[src/rtl/gpt_pkg.sv]
// Shared constants for the overflow timer: register addresses and the
// indices of the registers that accept posted writes.
package gpt_pkg;
    localparam int ADDR_W = 3;

    localparam logic [ADDR_W-1:0] A_CTRL  = 3'd0;
    localparam logic [ADDR_W-1:0] A_LOAD  = 3'd1;
    localparam logic [ADDR_W-1:0] A_COUNT = 3'd2;
    localparam logic [ADDR_W-1:0] A_IRQEN = 3'd3;
    localparam logic [ADDR_W-1:0] A_IRQST = 3'd4;
    localparam logic [ADDR_W-1:0] A_MODE  = 3'd5;
    localparam logic [ADDR_W-1:0] A_PEND  = 3'd6;

    localparam int N_SLOTS   = 3;
    localparam int SLOT_CTRL = 0;
    localparam int SLOT_LOAD = 1;
    localparam int SLOT_CNT  = 2;

    // Address of the register served by a posted-write slot.
    function automatic logic [ADDR_W-1:0] slot_addr(input int idx);
        case (idx)
            SLOT_CTRL: slot_addr = A_CTRL;
            SLOT_LOAD: slot_addr = A_LOAD;
            default:   slot_addr = A_COUNT;
        endcase
    endfunction
endpackage

[src/rtl/gpt_post_slot.sv]
// Posted-write slot for one register.
// In direct mode an accepted write is presented in the same cycle.
// In posted mode the write is staged, pending is raised, and the staged
// value is presented LAT edges after the write edge, when pending drops.
// A write that arrives while pending is set is dropped.
// Assumes LAT >= 1.
module gpt_post_slot #(
    parameter int W   = 32,
    parameter int LAT = 3
) (
    input  logic         clk,
    input  logic         rst_n,
    input  logic         posted_mode,
    input  logic         wr_hit,
    input  logic [W-1:0] wr_data,
    output logic         upd_valid,
    output logic [W-1:0] upd_data,
    output logic         pending
);
    localparam int DLY_W = $clog2(LAT + 1);

    logic [W-1:0]     stage_q;
    logic [DLY_W-1:0] dly_q;
    logic             pend_q;
    logic             accept;
    logic             land;

    assign accept = wr_hit && !pend_q;
    assign land   = pend_q && (dly_q == '0);

    // Stage posted writes and count down to the landing edge.
    always_ff @(posedge clk) begin
        if (!rst_n) begin
            stage_q <= '0;
            dly_q   <= '0;
            pend_q  <= 1'b0;
        end else if (accept && posted_mode) begin
            stage_q <= wr_data;
            dly_q   <= DLY_W'(LAT - 1);
            pend_q  <= 1'b1;
        end else if (land) begin
            pend_q  <= 1'b0;
        end else if (pend_q) begin
            dly_q   <= dly_q - 1'b1;
        end
    end

    // Present either the landing staged value or a direct write.
    assign upd_valid = land || (accept && !posted_mode);
    assign upd_data  = land ? stage_q : wr_data;
    assign pending   = pend_q;
endmodule

[src/rtl/gpt_count_core.sv]
// Up-counter with overflow detection and reload.
// Overflow occurs on an edge where the counter is running at all-ones.
// A software update wins over the overflow update only when it comes
// from a landing posted write (upd_pending high).
module gpt_count_core #(
    parameter int W = 32
) (
    input  logic         clk,
    input  logic         rst_n,
    input  logic         run,
    input  logic         auto_reload,
    input  logic [W-1:0] reload_val,
    input  logic         upd_valid,
    input  logic         upd_pending,
    input  logic [W-1:0] upd_data,
    output logic [W-1:0] count,
    output logic         ovf_evt
);
    localparam logic [W-1:0] ALL1 = '1;

    logic [W-1:0] count_q;
    logic         sw_wins;

    assign ovf_evt = run && (count_q == ALL1);
    assign sw_wins = upd_valid && (upd_pending || !ovf_evt);

    // Advance, reload, or take a software value.
    always_ff @(posedge clk) begin
        if (!rst_n) begin
            count_q <= '0;
        end else if (sw_wins) begin
            count_q <= upd_data;
        end else if (ovf_evt) begin
            count_q <= auto_reload ? reload_val : '0;
        end else if (run) begin
            count_q <= count_q + 1'b1;
        end
    end

    assign count = count_q;
endmodule

[src/rtl/gpt_overflow_timer.sv]
// Overflow-interrupt timer top: register file, posted-write slots,
// counter core and interrupt flag. Reads are combinational.
// Assumes CNT_W >= 3 and SYNC_LAT >= 1.
module gpt_overflow_timer
    import gpt_pkg::*;
#(
    parameter int CNT_W    = 32,
    parameter int SYNC_LAT = 3
) (
    input  logic              clk,
    input  logic              rst_n,
    input  logic              wr_en,
    input  logic [ADDR_W-1:0] wr_addr,
    input  logic [CNT_W-1:0]  wr_data,
    input  logic [ADDR_W-1:0] rd_addr,
    output logic [CNT_W-1:0]  rd_data,
    output logic              irq
);
    logic               ctrl_start;
    logic               ctrl_ar;
    logic [CNT_W-1:0]   load_q;
    logic               irq_en_q;
    logic               ovf_stat;
    logic               posted_q;
    logic [N_SLOTS-1:0] upd_v;
    logic [N_SLOTS-1:0] pend_vec;
    logic [CNT_W-1:0]   upd_d [N_SLOTS];
    logic [CNT_W-1:0]   count_w;
    logic               ovf_evt;
    logic [CNT_W-1:0]   cnt_upd_d;
    logic [1:0]         ctrl_bits;

    for (genvar g = 0; g < N_SLOTS; g++) begin : g_slot
        gpt_post_slot #(.W(CNT_W), .LAT(SYNC_LAT)) slot_i (
            .clk         (clk),
            .rst_n       (rst_n),
            .posted_mode (posted_q),
            .wr_hit      (wr_en && (wr_addr == slot_addr(g))),
            .wr_data     (wr_data),
            .upd_valid   (upd_v[g]),
            .upd_data    (upd_d[g]),
            .pending     (pend_vec[g])
        );
    end

    assign cnt_upd_d = upd_d[SLOT_CNT];
    assign ctrl_bits = upd_d[SLOT_CTRL][1:0];

    gpt_count_core #(.W(CNT_W)) core_i (
        .clk         (clk),
        .rst_n       (rst_n),
        .run         (ctrl_start),
        .auto_reload (ctrl_ar),
        .reload_val  (load_q),
        .upd_valid   (upd_v[SLOT_CNT]),
        .upd_pending (pend_vec[SLOT_CNT]),
        .upd_data    (cnt_upd_d),
        .count       (count_w),
        .ovf_evt     (ovf_evt)
    );

    // Control bits: software update, or start dropped by one-shot overflow.
    always_ff @(posedge clk) begin
        if (!rst_n) begin
            ctrl_start <= 1'b0;
            ctrl_ar    <= 1'b0;
        end else if (upd_v[SLOT_CTRL]) begin
            ctrl_start <= ctrl_bits[0];
            ctrl_ar    <= ctrl_bits[1];
        end else if (ovf_evt && !ctrl_ar) begin
            ctrl_start <= 1'b0;
        end
    end

    // Load register update.
    always_ff @(posedge clk) begin
        if (!rst_n) begin
            load_q <= '0;
        end else if (upd_v[SLOT_LOAD]) begin
            load_q <= upd_d[SLOT_LOAD];
        end
    end

    // Direct-only registers: interrupt enable and posted mode.
    always_ff @(posedge clk) begin
        if (!rst_n) begin
            irq_en_q <= 1'b0;
            posted_q <= 1'b0;
        end else if (wr_en) begin
            if (wr_addr == A_IRQEN) irq_en_q <= wr_data[0];
            if (wr_addr == A_MODE)  posted_q <= wr_data[0];
        end
    end

    // Overflow status: set by overflow, cleared by writing one.
    always_ff @(posedge clk) begin
        if (!rst_n) begin
            ovf_stat <= 1'b0;
        end else if (ovf_evt) begin
            ovf_stat <= 1'b1;
        end else if (wr_en && (wr_addr == A_IRQST) && wr_data[0]) begin
            ovf_stat <= 1'b0;
        end
    end

    assign irq = ovf_stat && irq_en_q;

    // Read multiplexer.
    always_comb begin
        case (rd_addr)
            A_CTRL:  rd_data = {{(CNT_W-2){1'b0}}, ctrl_ar, ctrl_start};
            A_LOAD:  rd_data = load_q;
            A_COUNT: rd_data = count_w;
            A_IRQEN: rd_data = {{(CNT_W-1){1'b0}}, irq_en_q};
            A_IRQST: rd_data = {{(CNT_W-1){1'b0}}, ovf_stat};
            A_MODE:  rd_data = {{(CNT_W-1){1'b0}}, posted_q};
            A_PEND:  rd_data = {{(CNT_W-N_SLOTS){1'b0}}, pend_vec};
            default: rd_data = '0;
        endcase
    end
endmodule

[config.mk]
export PLATFORM = sky130hd
export DESIGN_NAME = gpt_overflow_timer
export DESIGN_NICKNAME = d
export VERILOG_FILES = /design/src/rtl/gpt_pkg.sv /design/src/rtl/gpt_post_slot.sv /design/src/rtl/gpt_count_core.sv /design/src/rtl/gpt_overflow_timer.sv
export SDC_FILE = /design/constraint.sdc
export NUM_CORES = 1
export LEC_CHECK = 0
export BUFFER_PORTS_ARGS = -buffer_cell sky130_fd_sc_hd__buf_2
export CORE_UTILIZATION = 55
export DETAILED_ROUTE_END_ITERATION = 12
export PLACE_DENSITY = 0.74
export SYNTH_ARGS = -nofsm -noshare
export SYNTH_HDL_FRONTEND = slang
export SYNTH_HIERARCHICAL = 1
export SYNTH_SLANG_ARGS = --single-unit
[constraint.sdc]
create_clock -name clk -period 2.9 [get_ports clk]
set_input_delay 0.29 -clock clk [delete_from_list [all_inputs] [get_ports clk]]
set_output_delay 0.29 -clock clk [all_outputs]
set_load 0.01 [all_outputs]
Yosys cells after proc, flatten, opt, wreduce, memory -nomap -nowiden
Cells that the tools add are included.

storage, ports and cells
  output and inout port bits = 33
  flip-flop bits (word level) = 144

operators by class
  muxes and demuxes = 27
  add/subtract/negate cells = 4
  equal/unequal tests = 15
  reduce and logical (&&, ||, !) cells = 56
  bitwise operators = 4

operators with widths
  cell                     number
  $pmux W32 S7             1
  $mux W32                 6
  $add A32 B1 Y32 const B  1
  $eq A32 B32 Y1 const B   1
  $logic_and A1 B1 Y1      21
  $mux W2                  10
  $reduce_and A2 Y1        8
  $reduce_bool A2 Y1       8
  $eq A3 B3 Y1 const B     5
  $eq A3 B2 Y1 const B     4
  $mux W1                  10
  $eq A3 B1 Y1 const B     2
  $logic_not A1 Y1         6
  $logic_not A2 Y1         3
  $logic_not A3 Y1         2
  $ne A2 B2 Y1 const B     3
  $reduce_or A2 Y1         3
  $sub A2 B1 Y2 const B    3
  $logic_or A1 B1 Y1       4
  $not A1 Y1               4
  $reduce_bool A3 Y1       1

Longest topological paths before layout
  word-level depth = 7
  gate-level depth with buffers = 10
  gate-level depth less buffers = 8

By module
The synthesis kept the hierarchy.

modules (own cells, without submodules)
  module              area each (um^2)  instances  cells each
  gpt_post_slot       1694.1            3          193
  gpt_count_core      2388.5            1          325
  gpt_overflow_timer  1868.0            1          182

Worst setup path before layout
OpenSTA, ideal clock, no wires.

  path type = reg-to-reg
  from = register core_i.count_q[0] (netlist: core_i/count[0])
  to = register core_i.count_q[30] (netlist: core_i/count[30])
  arrival time = 1.912 ns
  cell stages (with the launch flop) = 9
  setup time = 0.115 ns
  buffers on the path = 1
  setup slack = 0.873 ns
  path through = dfxtp_1 > ha_1 > nand3_1 > nor4_4 > nand4_2 > o21a_1 > buf_2 > and2_0 > o21a_1

on the way
  cells in the longest elaborated chain, start to end = 6
  elaborated cells on any way between the ends = 10
  classes of those cells = add/sub: 1; eq/ne: 1; mux: 3; reduce/logical: 5

RTL lines
  what                                                                     line                  source
  start, declared                                                          gpt_count_core.sv:21  logic [W-1:0] count_q;
  start signal, assigned                                                   gpt_count_core.sv:32  count_q <= upd_data;
  start signal, assigned                                                   gpt_count_core.sv:34  count_q <= auto_reload ? reload_val : '0;
  start signal, assigned                                                   gpt_count_core.sv:36  count_q <= count_q + 1'b1;
  parallel branches: the longest is 6 deep, another holds $add A32 B1 Y32  --

Parallel ways; which one is timed is not known. The select of a mux whose other input is x is not followed.
A chain may end at the register's enable or synchronous reset.

Worst setup path in the final report
  from = register core_i.count_q[0] (netlist: core_i/count[0])
  to = register core_i.count_q[4] (netlist: core_i/count[4])

Same word-level chain as after synthesis.

==> implementation parameters <==
Parameter                              Value

Run status
  Status ... finished clean

Routing
  Number of nets with antenna violations after routing ... 0
  Routed via count divided by cell count ... ~6.2
  First-pass iteration count of the detailed router ... 7
  Total routed wirelength ... approximately 22 mm
  Number of vias after detailed routing ... roughly 7.2k
  Number of DRC violations after detailed routing ... 0
  Post-detailed-route wirelength per cell ... a little under 20 um
  Number of violations reported at the end of detailed-routing iteration 0 ... 663

Synthesis
  Syn Inst Count ... roughly 900
  Yosys warnings ... 6
  Synth Net Count ... 972
  Synthesized cell area ... around 8000 um2
  Post-synthesis area per instance ... ~8.6 um2

Critical path
  Worst Reg2Reg Path Length in Cells ... 8
  Minimum setup slack among reg-to-reg paths ... roughly 0.22 ns
  Type of the worst setup path ... register to register
  Capturing element of the worst setup path ... core_i/count[4]$_SDFFE_PN0P_
  Startpoint of the most critical setup path ... core_i/count[0]$_SDFFE_PN0P_
  Critical path data arrival time ... 2.99 ns
  CP endpoint kind ... register
  Kind of start point of the critical path ... register
  Worst flop-to-flop path endpoint ... core_i/count[4]$_SDFFE_PN0P_
  Reg2reg start ... core_i/count[0]$_SDFFE_PN0P_
  Maximum net fanout on the critical path ... 15
  CP required ... roughly 3.2 ns

Floorplan
  Effective utilization at floorplan ... a little under three fifths
  Top Ports ... 74
  Placement Rows ... 43
  Chip Height ... 122 um
  Core Region ... around 14000 um2
  Die footprint ... around 15000 um2
  Die span in x ... 122 um

Layout
  Layout-stage area growth over the synthesis result ... 12.6%
  Final core area utilization ... 63.9%
  Number of nets in the layout ... 1016
  Count of inserted antenna diode cells ... 0
  Count of filler cells inserted in the layout ... 1227
  Fraction of layout cells with a size suffix above 1 ... 21.7%
  Multi-input combinational cell area ... approximately 4600 um2
  Storage element area ... around 2900 um2

Power
  Tot Pwr ... 4450 uW
  Cell Pwr Density ... a little under 500 nW/um2
  Reported leakage power ... between 0.003 and 0.004 uW
  Peak ir drop on the vdd network ... around 0.00040 V

STA
  Shortest clock period the worst path allows after layout ... around 2.7 ns
  Max-slew violation total from the final report ... 0
  Max-slew headroom ... 47.1%
  Setup TNS Final ... 0 ns
  Maximum clock frequency ... about 370 MHz
  Post-Route Hold Slack ... around 0.13 ns
  Setup repair after global routing missed its margin ... false
  Final hold violation count ... 0
  Share of the clock period used by the worst path after layout ... roughly 93%
  Final worst setup slack ... between 0.2 and 0.25 ns
  Measured slew at the worst slew-check pin ... slightly below 0.8 ns
  Setup clock skew after layout ... slightly below 0.007 ns
  Finish-stage setup viols ... 0

Worst hold path
  Hold Path Stages ... 3
  Hold Path Class ... input pin to register

Clocking
  Clk_lat worst skew ... 0.42 ns
  H-tree level count ... 4
  Clock tree sinks ... 144
  Total of cells resized after clock tree synthesis ... 0
  Clock-pin slew reported for the worst setup and hold paths after clock tree synthesis ... about 0.06 ns
  Post-cts hold buffer count ... 0
  Maximum clock insertion buffer count ... 2
  CTS buffer count ... 17
  CTS tree ... built
  Number of buffers inserted by post-CTS setup repair ... 0
  Clock tree root driver cell ... sky130_fd_sc_hd__clkbuf_16

Place
  Detailed placement HPWL ... approximately 15 mm
  Port Buf Inserts ... 73
  Last weighted congestion value of the routability-driven placer ... roughly 1
  Pre-CTS setup slack ... 0.347 ns

Global route
  Global-route wire length before repair ... around 35 mm
  Number of antenna violations at the first check in global routing ... 0
  Total routing resource utilization after global routing ... between 30% and 40%
  Vias in the first global route ... between 6k and 7k
  Total gr overflow ... 0
  Largest net degree at the start of global routing ... 90

Flow run
  Reported max-cap violation count ... 0
## registers in the layout, indices dropped and copies added (netlist names)
name and count:
g_slot.slot_i/pending 3, ovf_stat 1, core_i/count 32, posted_q 1
g_slot.slot_i/stage_q 66, ctrl_start 1, ctrl_ar 1, load_q 32
g_slot.slot_i/dly_q 6, irq_en_q 1
## stage by stage
step,std cells,cell area [um2]
after detailed placement,1132,8400
after floorplan,927,7940
final,1162,8940
after CTS,1162,8940
after global routing,1162,8940
after global placement,1132,8400
## layout by cell type, fill, tap and decap left out, types with 5 or more instances in the layout
master and n:
sky130_fd_sc_hd__dfxtp_1 144, sky130_fd_sc_hd__nand3_1 105, sky130_fd_sc_hd__nand2_1 102, sky130_fd_sc_hd__o21ai_1 72, sky130_fd_sc_hd__buf_2 72, sky130_fd_sc_hd__mux2_2 67
sky130_fd_sc_hd__mux2i_1 44, sky130_fd_sc_hd__nor2b_1 36, sky130_fd_sc_hd__o21ai_0 34, sky130_fd_sc_hd__a22o_1 29, sky130_fd_sc_hd__buf_4 27, sky130_fd_sc_hd__a21oi_1 23
sky130_fd_sc_hd__clkbuf_16 17, sky130_fd_sc_hd__a31oi_1 16, sky130_fd_sc_hd__nor2_1 15, sky130_fd_sc_hd__nand4_1 14, sky130_fd_sc_hd__and3_1 12, sky130_fd_sc_hd__inv_1 10
sky130_fd_sc_hd__nor3_1 10, sky130_fd_sc_hd__xnor2_1 9, sky130_fd_sc_hd__nand2b_1 7, sky130_fd_sc_hd__and4_1 7, sky130_fd_sc_hd__o211ai_1 6, sky130_fd_sc_hd__o21a_1 6
sky130_fd_sc_hd__nor4_1 6, sky130_fd_sc_hd__clkbuf_1 5, sky130_fd_sc_hd__o211a_1 5
## layout make-up
type	instances	share of cell area, %
inverters	10	0.420
multi-input cells	696	51.9
repair buffers	102	6.87
clock buffers	23	5.12
well taps	180	2.52
clock inverters	7	0.979
flip-flops and latches	144	32.2
## critical path: stages (launching register included)
cell                       delay [ns]
sky130_fd_sc_hd__dfxtp_1         0.44
sky130_fd_sc_hd__ha_1            0.27
sky130_fd_sc_hd__nand3_1         0.21
sky130_fd_sc_hd__nor4_4          0.32
sky130_fd_sc_hd__nand4_2         0.30
sky130_fd_sc_hd__o21a_1          0.47
sky130_fd_sc_hd__buf_4           0.27
sky130_fd_sc_hd__a311oi_1        0.21
sky130_fd_sc_hd__nor3_1          0.09
## routing by layer
metal	vias to the layer above	track usage (%)	wire (um)
met5	-	0	0
met4	0	14.5	793
met3	45	5.24	1380
met2	300	51.3	10700
met1	3385	38.8	9570
li1	3467	-	-
## worst min-delay path by stage
stage / slack [ns] / end / startpoint
CTS: 0.12 / g_slot[2].slot_i/stage_q[6]$_SDFFE_PN0P_ / wr_data[6]
finish: 0.13 / g_slot[2].slot_i/stage_q[6]$_SDFFE_PN0P_ / wr_data[6]
floorplan: 0.43 / g_slot[0].slot_i/stage_q[0]$_SDFFE_PN0P_ / g_slot[0].slot_i/stage_q[0]$_SDFFE_PN0P_
global placement: 0.43 / g_slot[2].slot_i/stage_q[27]$_SDFFE_PN0P_ / g_slot[2].slot_i/stage_q[27]$_SDFFE_PN0P_
global route: 0.14 / g_slot[2].slot_i/stage_q[2]$_SDFFE_PN0P_ / wr_data[2]
detailed placement: 0.44 / g_slot[1].slot_i/stage_q[28]$_SDFFE_PN0P_ / g_slot[1].slot_i/stage_q[28]$_SDFFE_PN0P_
## where the power goes
| part | internal [uW] | switching, uW | total, uW |
|---|---|---|---|
| sequential | 2010 | 45.8 | 2060 |
| clock | 1270 | 812 | 2080 |
| combinational | 134 | 175 | 309 |
Note: power is estimated with default switching activity, not from simulation.
